--- config.mk ---
export PLATFORM = sky130hd
export DESIGN_NAME = spi_fmtword_master
export DESIGN_NICKNAME = d
export VERILOG_FILES = /design/src/rtl/spi_fw_pkg.sv /design/src/rtl/spi_fw_fmt_pick.sv /design/src/rtl/spi_fw_bit_pick.sv /design/src/rtl/spi_fmtword_master.sv
export SDC_FILE = /design/constraint.sdc
export NUM_CORES = 1
export LEC_CHECK = 0
export BUFFER_PORTS_ARGS = -buffer_cell sky130_fd_sc_hd__buf_2
export CAP_MARGIN = 20
export CORE_ASPECT_RATIO = 1.5
export CORE_MARGIN = 4
export CORE_UTILIZATION = 60
export CTS_BUF_LIST = sky130_fd_sc_hd__clkbuf_8
export DETAILED_ROUTE_END_ITERATION = 10
export PLACE_DENSITY = 0.95
export SETUP_SLACK_MARGIN = 0.4
export SYNTH_ARGS = -nofsm -noshare
export SYNTH_HDL_FRONTEND = slang
export SYNTH_SLANG_ARGS = --single-unit
--- constraint.sdc ---
create_clock -name clk_i -period 9.2 [get_ports clk_i]
set_input_delay 0.92 -clock clk_i [delete_from_list [all_inputs] [get_ports clk_i]]
set_output_delay 0.92 -clock clk_i [all_outputs]
set_load 0.05 [all_outputs]
--- src/rtl/spi_fw_pkg.sv ---
`timescale 1ns/1ps
package spi_fw_pkg;
    localparam int PRE_W  = 11;
    localparam int LEN_W  = 4;
    localparam int CSD_W  = 4;
    localparam int DATA_W = 1 << LEN_W;
    localparam int CNT_W  = LEN_W + 1;
    localparam int EDGE_W = LEN_W + 2;

    typedef struct packed {
        logic [PRE_W-1:0] pre;
        logic [LEN_W-1:0] len_m1;
        logic             cpol;
        logic             phase;
        logic             par_en;
        logic             lsb_first;
        logic [CSD_W-1:0] lead;
        logic [CSD_W-1:0] lag;
    } fmt_t;

    localparam int FMT_W = $bits(fmt_t);

    typedef enum logic [1:0] {ST_IDLE, ST_SETUP, ST_SHIFT, ST_HOLD} st_e;

    function automatic logic [CNT_W-1:0] len_of(input fmt_t f);
        if (f.len_m1 == '0) return CNT_W'(2);
        return CNT_W'(f.len_m1) + CNT_W'(1);
    endfunction
endpackage

--- src/rtl/spi_fw_fmt_pick.sv ---
`timescale 1ns/1ps
module spi_fw_fmt_pick
    import spi_fw_pkg::*;
#(
    parameter int NUM_FMT = 4,
    localparam int SEL_W = $clog2(NUM_FMT)
) (
    input  logic [NUM_FMT*FMT_W-1:0] table_i,
    input  logic [SEL_W-1:0]         sel_i,
    output fmt_t                     fmt_o
);
    logic [FMT_W-1:0] entry [NUM_FMT];

    for (genvar g = 0; g < NUM_FMT; g++) begin : g_entry
        assign entry[g] = table_i[g*FMT_W +: FMT_W];
    end

    assign fmt_o = fmt_t'(entry[sel_i]);
endmodule

--- src/rtl/spi_fw_bit_pick.sv ---
`timescale 1ns/1ps
module spi_fw_bit_pick
    import spi_fw_pkg::*;
(
    input  logic [DATA_W-1:0] data_i,
    input  logic [CNT_W-1:0]  len_i,
    input  logic              lsb_i,
    input  logic [CNT_W-1:0]  idx_i,
    output logic              bit_o
);
    logic [CNT_W-1:0] pos;
    logic             par;

    always_comb begin
        par = 1'b0;
        for (int k = 0; k < DATA_W; k++) begin
            if (CNT_W'(k) < len_i) par = par ^ data_i[k];
        end
        pos = lsb_i ? idx_i : (len_i - CNT_W'(1) - idx_i);
        bit_o = par;
        if (idx_i < len_i) begin
            bit_o = 1'b0;
            for (int k = 0; k < DATA_W; k++) begin
                if (CNT_W'(k) == pos) bit_o = data_i[k];
            end
        end
    end
endmodule

--- src/rtl/spi_fmtword_master.sv ---
`timescale 1ns/1ps
module spi_fmtword_master
    import spi_fw_pkg::*;
#(
    parameter int NUM_CS  = 6,
    parameter int NUM_FMT = 4,
    localparam int SEL_W = $clog2(NUM_FMT),
    localparam int CS_W  = $clog2(NUM_CS)
) (
    input  logic                     clk_i,
    input  logic                     rst_ni,
    input  logic [NUM_FMT*FMT_W-1:0] fmt_table_i,
    input  logic                     tx_valid_i,
    output logic                     tx_ready_o,
    input  logic [DATA_W-1:0]        tx_data_i,
    input  logic [SEL_W-1:0]         tx_fmt_i,
    input  logic [CS_W-1:0]          tx_cs_i,
    output logic                     rx_valid_o,
    output logic [DATA_W-1:0]        rx_data_o,
    output logic                     rx_perr_o,
    output logic                     sclk_o,
    output logic                     mosi_o,
    input  logic                     miso_i,
    output logic [NUM_CS-1:0]        cs_n_o
);
    typedef struct packed {
        st_e               st;
        fmt_t              fmt;
        logic [DATA_W-1:0] data;
        logic [NUM_CS-1:0] cs_n;
        logic [CSD_W-1:0]  cnt;
        logic [PRE_W-1:0]  div;
        logic [EDGE_W-1:0] edg;
        logic [CNT_W-1:0]  tx_idx;
        logic [CNT_W-1:0]  rx_idx;
        logic [DATA_W-1:0] rx_shift;
        logic              rxpar;
        logic              perr;
        logic              sclk;
        logic              mosi;
        logic              rx_valid;
    } reg_t;

    reg_t reg_d, reg_q;

    fmt_t              new_fmt;
    fmt_t              use_fmt;
    logic              idle_w;
    logic [CNT_W-1:0]  use_len;
    logic [CNT_W-1:0]  q_len;
    logic [CNT_W-1:0]  q_bits;
    logic [EDGE_W-1:0] q_edges;
    logic [EDGE_W-1:0] edge_nx;
    logic              pick_bit;
    logic              lead_w;
    logic              do_drive;
    logic              do_sample;
    logic [NUM_CS-1:0] sel_hot;

    spi_fw_fmt_pick #(.NUM_FMT(NUM_FMT)) u_fmt_pick (
        .table_i (fmt_table_i),
        .sel_i   (tx_fmt_i),
        .fmt_o   (new_fmt)
    );

    assign idle_w  = (reg_q.st == ST_IDLE);
    assign use_fmt = idle_w ? new_fmt : reg_q.fmt;
    assign use_len = len_of(use_fmt);

    spi_fw_bit_pick u_bit_pick (
        .data_i (idle_w ? tx_data_i : reg_q.data),
        .len_i  (use_len),
        .lsb_i  (use_fmt.lsb_first),
        .idx_i  (idle_w ? '0 : reg_q.tx_idx),
        .bit_o  (pick_bit)
    );

    assign q_len   = len_of(reg_q.fmt);
    assign q_bits  = q_len + CNT_W'(reg_q.fmt.par_en);
    assign q_edges = EDGE_W'(q_bits) << 1;
    assign edge_nx = reg_q.edg + EDGE_W'(1);
    assign lead_w  = edge_nx[0];
    assign do_drive  = reg_q.fmt.phase ? (!lead_w && (reg_q.tx_idx < q_bits)) : lead_w;
    assign do_sample = reg_q.fmt.phase ? lead_w : !lead_w;
    assign sel_hot   = NUM_CS'(1) << tx_cs_i;

    always_comb begin
        reg_d = reg_q;
        reg_d.rx_valid = 1'b0;
        unique case (reg_q.st)
            ST_IDLE: begin
                if (tx_valid_i) begin
                    reg_d.st       = ST_SETUP;
                    reg_d.fmt      = new_fmt;
                    reg_d.data     = tx_data_i;
                    reg_d.cs_n     = ~sel_hot;
                    reg_d.cnt      = new_fmt.lead;
                    reg_d.sclk     = new_fmt.cpol;
                    reg_d.mosi     = new_fmt.phase ? pick_bit : 1'b0;
                    reg_d.tx_idx   = new_fmt.phase ? CNT_W'(1) : '0;
                    reg_d.rx_idx   = '0;
                    reg_d.edg      = '0;
                    reg_d.div      = '0;
                    reg_d.rx_shift = '0;
                    reg_d.rxpar    = 1'b0;
                    reg_d.perr     = 1'b0;
                end
            end
            ST_SETUP: begin
                if (reg_q.cnt == '0) begin
                    reg_d.st  = ST_SHIFT;
                    reg_d.div = '0;
                end else begin
                    reg_d.cnt = reg_q.cnt - CSD_W'(1);
                end
            end
            ST_SHIFT: begin
                if (reg_q.div == reg_q.fmt.pre) begin
                    reg_d.div  = '0;
                    reg_d.sclk = ~reg_q.sclk;
                    reg_d.edg  = edge_nx;
                    if (do_drive) begin
                        reg_d.mosi   = pick_bit;
                        reg_d.tx_idx = reg_q.tx_idx + CNT_W'(1);
                    end
                    if (do_sample) begin
                        reg_d.rx_idx = reg_q.rx_idx + CNT_W'(1);
                        if (reg_q.rx_idx < q_len) begin
                            reg_d.rxpar = reg_q.rxpar ^ miso_i;
                            if (reg_q.fmt.lsb_first) begin
                                for (int k = 0; k < DATA_W; k++) begin
                                    if (CNT_W'(k) == reg_q.rx_idx) reg_d.rx_shift[k] = miso_i;
                                end
                            end else begin
                                reg_d.rx_shift = {reg_q.rx_shift[DATA_W-2:0], miso_i};
                            end
                        end else begin
                            reg_d.perr = reg_q.rxpar ^ miso_i;
                        end
                    end
                    if (edge_nx == q_edges) begin
                        reg_d.st  = ST_HOLD;
                        reg_d.cnt = reg_q.fmt.lag;
                    end
                end else begin
                    reg_d.div = reg_q.div + PRE_W'(1);
                end
            end
            ST_HOLD: begin
                if (reg_q.cnt == '0) begin
                    reg_d.st       = ST_IDLE;
                    reg_d.cs_n     = '1;
                    reg_d.rx_valid = 1'b1;
                end else begin
                    reg_d.cnt = reg_q.cnt - CSD_W'(1);
                end
            end
            default: reg_d.st = ST_IDLE;
        endcase
    end

    always_ff @(posedge clk_i or negedge rst_ni) begin
        if (!rst_ni) begin
            reg_q      <= '0;
            reg_q.st   <= ST_IDLE;
            reg_q.cs_n <= '1;
        end else begin
            reg_q <= reg_d;
        end
    end

    assign tx_ready_o = idle_w;
    assign rx_valid_o = reg_q.rx_valid;
    assign rx_data_o  = reg_q.rx_shift;
    assign rx_perr_o  = reg_q.perr;
    assign sclk_o     = reg_q.sclk;
    assign mosi_o     = reg_q.mosi;
    assign cs_n_o     = reg_q.cs_n;

    p_cs_onehot_r2: assert property (@(posedge clk_i) disable iff (!rst_ni)
        $onehot0(~cs_n_o));
    p_ready_idle_r12: assert property (@(posedge clk_i) disable iff (!rst_ni)
        tx_ready_o |-> (&cs_n_o));
    p_rx_pulse_r6: assert property (@(posedge clk_i) disable iff (!rst_ni)
        rx_valid_o |=> !rx_valid_o);
    p_rx_csoff_r6: assert property (@(posedge clk_i) disable iff (!rst_ni)
        rx_valid_o |-> (&cs_n_o));
    p_sclk_rest_r3: assert property (@(posedge clk_i) disable iff (!rst_ni)
        rx_valid_o |-> (sclk_o == reg_q.fmt.cpol));
    p_rx_just_r9: assert property (@(posedge clk_i) disable iff (!rst_ni)
        rx_valid_o |-> ((rx_data_o >> q_len) == '0));
    p_sclk_steady_r4: assert property (@(posedge clk_i) disable iff (!rst_ni)
        (reg_q.st == ST_SHIFT && reg_q.div != reg_q.fmt.pre) |=> $stable(sclk_o));
endmodule

==> load_flow_metrics.sql <==
INSERT INTO impl_metrics (metric_group, metric, value, unit) VALUES
('global_routing', 'first_global_vias', '7050', ''),
('setup_path', 'path_cells', 'buf_2 -> mux2i_1 -> o21a_1 -> and2_1 -> ha_1 -> o31a_1 -> nand2b_1 -> inv_1 -> ha_1 -> inv_1 -> fa_1 -> nor2b_1 -> o32ai_1 -> mux2i_1 -> o21ai_0 -> a31o_2 -> o31ai_1 -> a21oi_1 -> o32ai_1 -> nor2_1', ''),
('place', 'replace_congestion', '0.913', ''),
('route', 'drt_pass1_iterations', '5', ''),
('pwr', 'clkPwrFrac', '0.090', ''),
('route', 'route.detailed.drc', '0', ''),
('timing', 'fin_worst_hold_slack', '0.466', 'ns'),
('timing', 'tns', '0', 'ns'),
('timing', 'timing.slew.headroom', '0.361', ''),
('yosys', 'sequential_fraction_of_the_synthesis_area', '0.322', ''),
('route', 'vias_per_cell', '6.44', ''),
('timing', 'finClkSkew', '0.0150', 'ns'),
('cts', 'ctsHtreeMaxLevel', '3', ''),
('route', 'dr.first_iter.drc_count', '547', ''),
('cts', 'cts-hold-fix-buffers', '0', ''),
('outcome', 'outcome', 'complete, no violations', ''),
('setup_path', 'delay_of_the_slowest_critical_path_stage', '0.66', 'ns'),
('global_routing', 'grt_overflow', '0', ''),
('timing', 'report.final.setup_viol', '0', ''),
('cts', 'post_cts_resize_count', '0', ''),
('cts', 'cts_root_buf', 'clkbuf_8', ''),
('global_routing', 'pin_count_of_the_biggest_net_entering_global_routing', '69', ''),
('die', 'die_area', '14600', 'µm²'),
('yosys', 'ys_async_sr_fraction', '1.00', ''),
('timing', 'rsz0062_at_grt', 'false', ''),
('yosys', 'netlist-cell-type-count', '70', ''),
('route', 'drt.antenna.violating_nets', '0', ''),
('timing', 'max_slew.worst_pin.slew', '0.958', 'ns'),
('pwr', 'power.internal', '1610', 'µW'),
('yosys', 'synth_ff_type', 'dfrtp_1', ''),
('die', 'floorplan.io_pins', '160', ''),
('die', 'die_y', '146', 'µm'),
('place', 'detailedPlace.worstSlack', '3.27', 'ns'),
('setup_path', 'slowest_stage', 'o32ai_1', ''),
('finish', 'share_of_layout_cells_above_drive_strength_1', '0.295', ''),
('place', 'post-place-cells', '1057', ''),
('cts', 'cts_buffer_depth', '2', ''),
('yosys', 'mappedNetlistArea', '7640', 'µm²'),
('yosys', 'syn_inst', '802', ''),
('die', 'die_width', '100', 'µm'),
('finish', 'area_delta_synth_final', '11.6', '%'),
('pwr', 'total_power', '3250', 'µW'),
('yosys', 'synth.avg_cell_area', '9.52', 'µm²'),
('setup_path', 'worstSetupStartpointType', 'primary input', ''),
('cts', 'post_cts.repair.setup_buffers', '0', ''),
('setup_path', 'critPathRequiredTime', '9.48', 'ns'),
('setup_path', 'cp.arrival', '5.93', 'ns'),
('place', 'hpwl', '15500', 'µm'),
('cts', 'cts_tree', 'yes', ''),
('timing', 'timing_max_transition_violations_final', '0', ''),
('cts', 'cts-buffers-inserted', '9', ''),
('global_routing', 'first_pass_grt_wire_length', '33300', 'µm'),
('die', 'coreArea', '12400', 'µm²'),
('pwr', 'seq_power_share', '0.230', ''),
('route', 'wl', '20200', 'µm'),
('cts', 'numClockSinks', '98', ''),
('timing', 'fin_crit', '5.65', 'ns'),
('cts', 'insertion_delay', '0.38', 'ns'),
('route', 'via_count', '6914', ''),
('die', 'rows', '50', ''),
('setup_path', 'critical_path_endpoint_category', 'flop', ''),
('cts', 'clock_slew_at_reported_path_ffs', '0.11', 'ns'),
('pwr', 'power.ir.vdd_worst', '195', 'µV'),
('run', 'max_cap_viols', '0', ''),
('yosys', 'synth_register_bits', '98', ''),
('hold_path', 'hp-class', 'in -> async', ''),
('finish', 'antenna_cells', '0', ''),
('global_routing', 'global_route.usage.total', '0.280', ''),
('die', 'initial_core_utilization', '0.614', ''),
('place', 'numPortBuffers', '159', ''),
('route', 'wl_per_cell', '18.8', 'µm');
per-stage QoR:
stage | instance area (µm²) | util
final | 8520 | 0.685
after global routing | 8520 | 0.685
after CTS | 8510 | 0.683
after detailed placement | 8320 | 0.668
after global placement | 8320 | 0.668
after floorplan | 7640 | -
registers in the layout, indices dropped and copies added, names as in the netlist:
| signal | cells |
|---|---|
| reg_q | 72 |
| rx_data_o | 16 |
| cs_n_o | 6 |
| mosi_o | 1 |
| rx_perr_o | 1 |
| rx_valid_o | 1 |
| sclk_o | 1 |
Yosys cell counts (all sizes together) (25+ instances only):
cell    instances  area [µm²]
dfrtp          92        2300
nand3          25         125
mux4           26         586
nand2          58         218
nor2           51         191
inv            36         135
buf            33         239
a21oi          52         260
ha             36         450
o21ai          57         285
clkbuf         31         116
mux2           50         567
cell families (layout without fill, tap and decap cells):
family	after synthesis	count (layout)	synth area share
multiplexers	100	100	0.184
flip-flops	98	98	0.322
adder cells (fa/ha/maj)	37	37	0.0616
buffers and inverters	101	217	0.0647
AO/OA/AOI/OAI	214	214	0.183
AND/OR/NAND/NOR	206	206	0.130
XOR/XNOR	46	46	0.0545
metal layers:
layer / wire [µm] / vias up / global-route usage
li1: - / 3151 / -
met1: 7440 / 3391 / 0.320
met2: 10900 / 310 / 0.512
met3: 1250 / 62 / 0.0473
met4: 599 / 0 / 0.100
met5: 0 / - / 0
cell usage in the layout (no fill, tap or decap), types with 23 or more instances in the layout:
cell     netlist  layout
a21oi_1       52      51
o21ai_0       54      54
inv_1         36      37
ha_1          36      35
nor2_1        51      51
nand2_1       58      57
buf_2          2     158
dfrtp_1       92      92
mux2_2        49      49
nand3_1       25      25
mux2i_1       23      23
xnor2_1       24      24
mux4_2        26      26
critical path: cells and delay by family:
family / cells / cell delay [ns]
mux: 2 / 0.64
compound gates: 8 / 1.96
simple gates: 4 / 0.72
fa+ha+maj: 3 / 0.91
buf+inv: 3 / 0.76
power by group through the flow:
stage	sequential [µW]	clock [µW]	combinational [µW]
after floorplan	721	0	1780
after global placement	740	0	2080
after detailed placement	751	0	2150
after CTS	743	295	2170
after global routing	768	312	2410
final	746	293	2210
layout make-up:
cell class | instances | area, µm²
multi-input cells | 603 | 4690
fillers | 877 | 3930
flip-flops and latches | 98 | 2460
repair buffers | 164 | 843
well taps | 156 | 195
inverters | 37 | 139
clock buffers | 9 | 124
clock inverters | 7 | 68.8
final timing paths:
| path | from | end | slack, ns | depth (start not counted) |
|---|---|---|---|---|
| worst min register to register | reg_q[36]$_DFFE_PN0P_ | reg_q[36]$_DFFE_PN0P_ | 0.51 | 2 |
| max in group asynchronous | rst_ni | reg_q[69]$_DFFE_PN0P_ | 7.53 | 2 |
| min in group clk_i | reg_q[36]$_DFFE_PN0P_ | reg_q[36]$_DFFE_PN0P_ | 0.51 | 2 |
| worst max register to register | reg_q[101]$_DFFE_PN0P_ | mosi_o$_DFFE_PN0P_ | 3.75 | 21 |
| worst min-delay path | rst_ni | reg_q[75]$_DFFE_PN0P_ | 0.47 | 1 |
| worst max-delay path | tx_fmt_i[1] | mosi_o$_DFFE_PN0P_ | 3.55 | 20 |
Power figures use the tool's default switching activity.
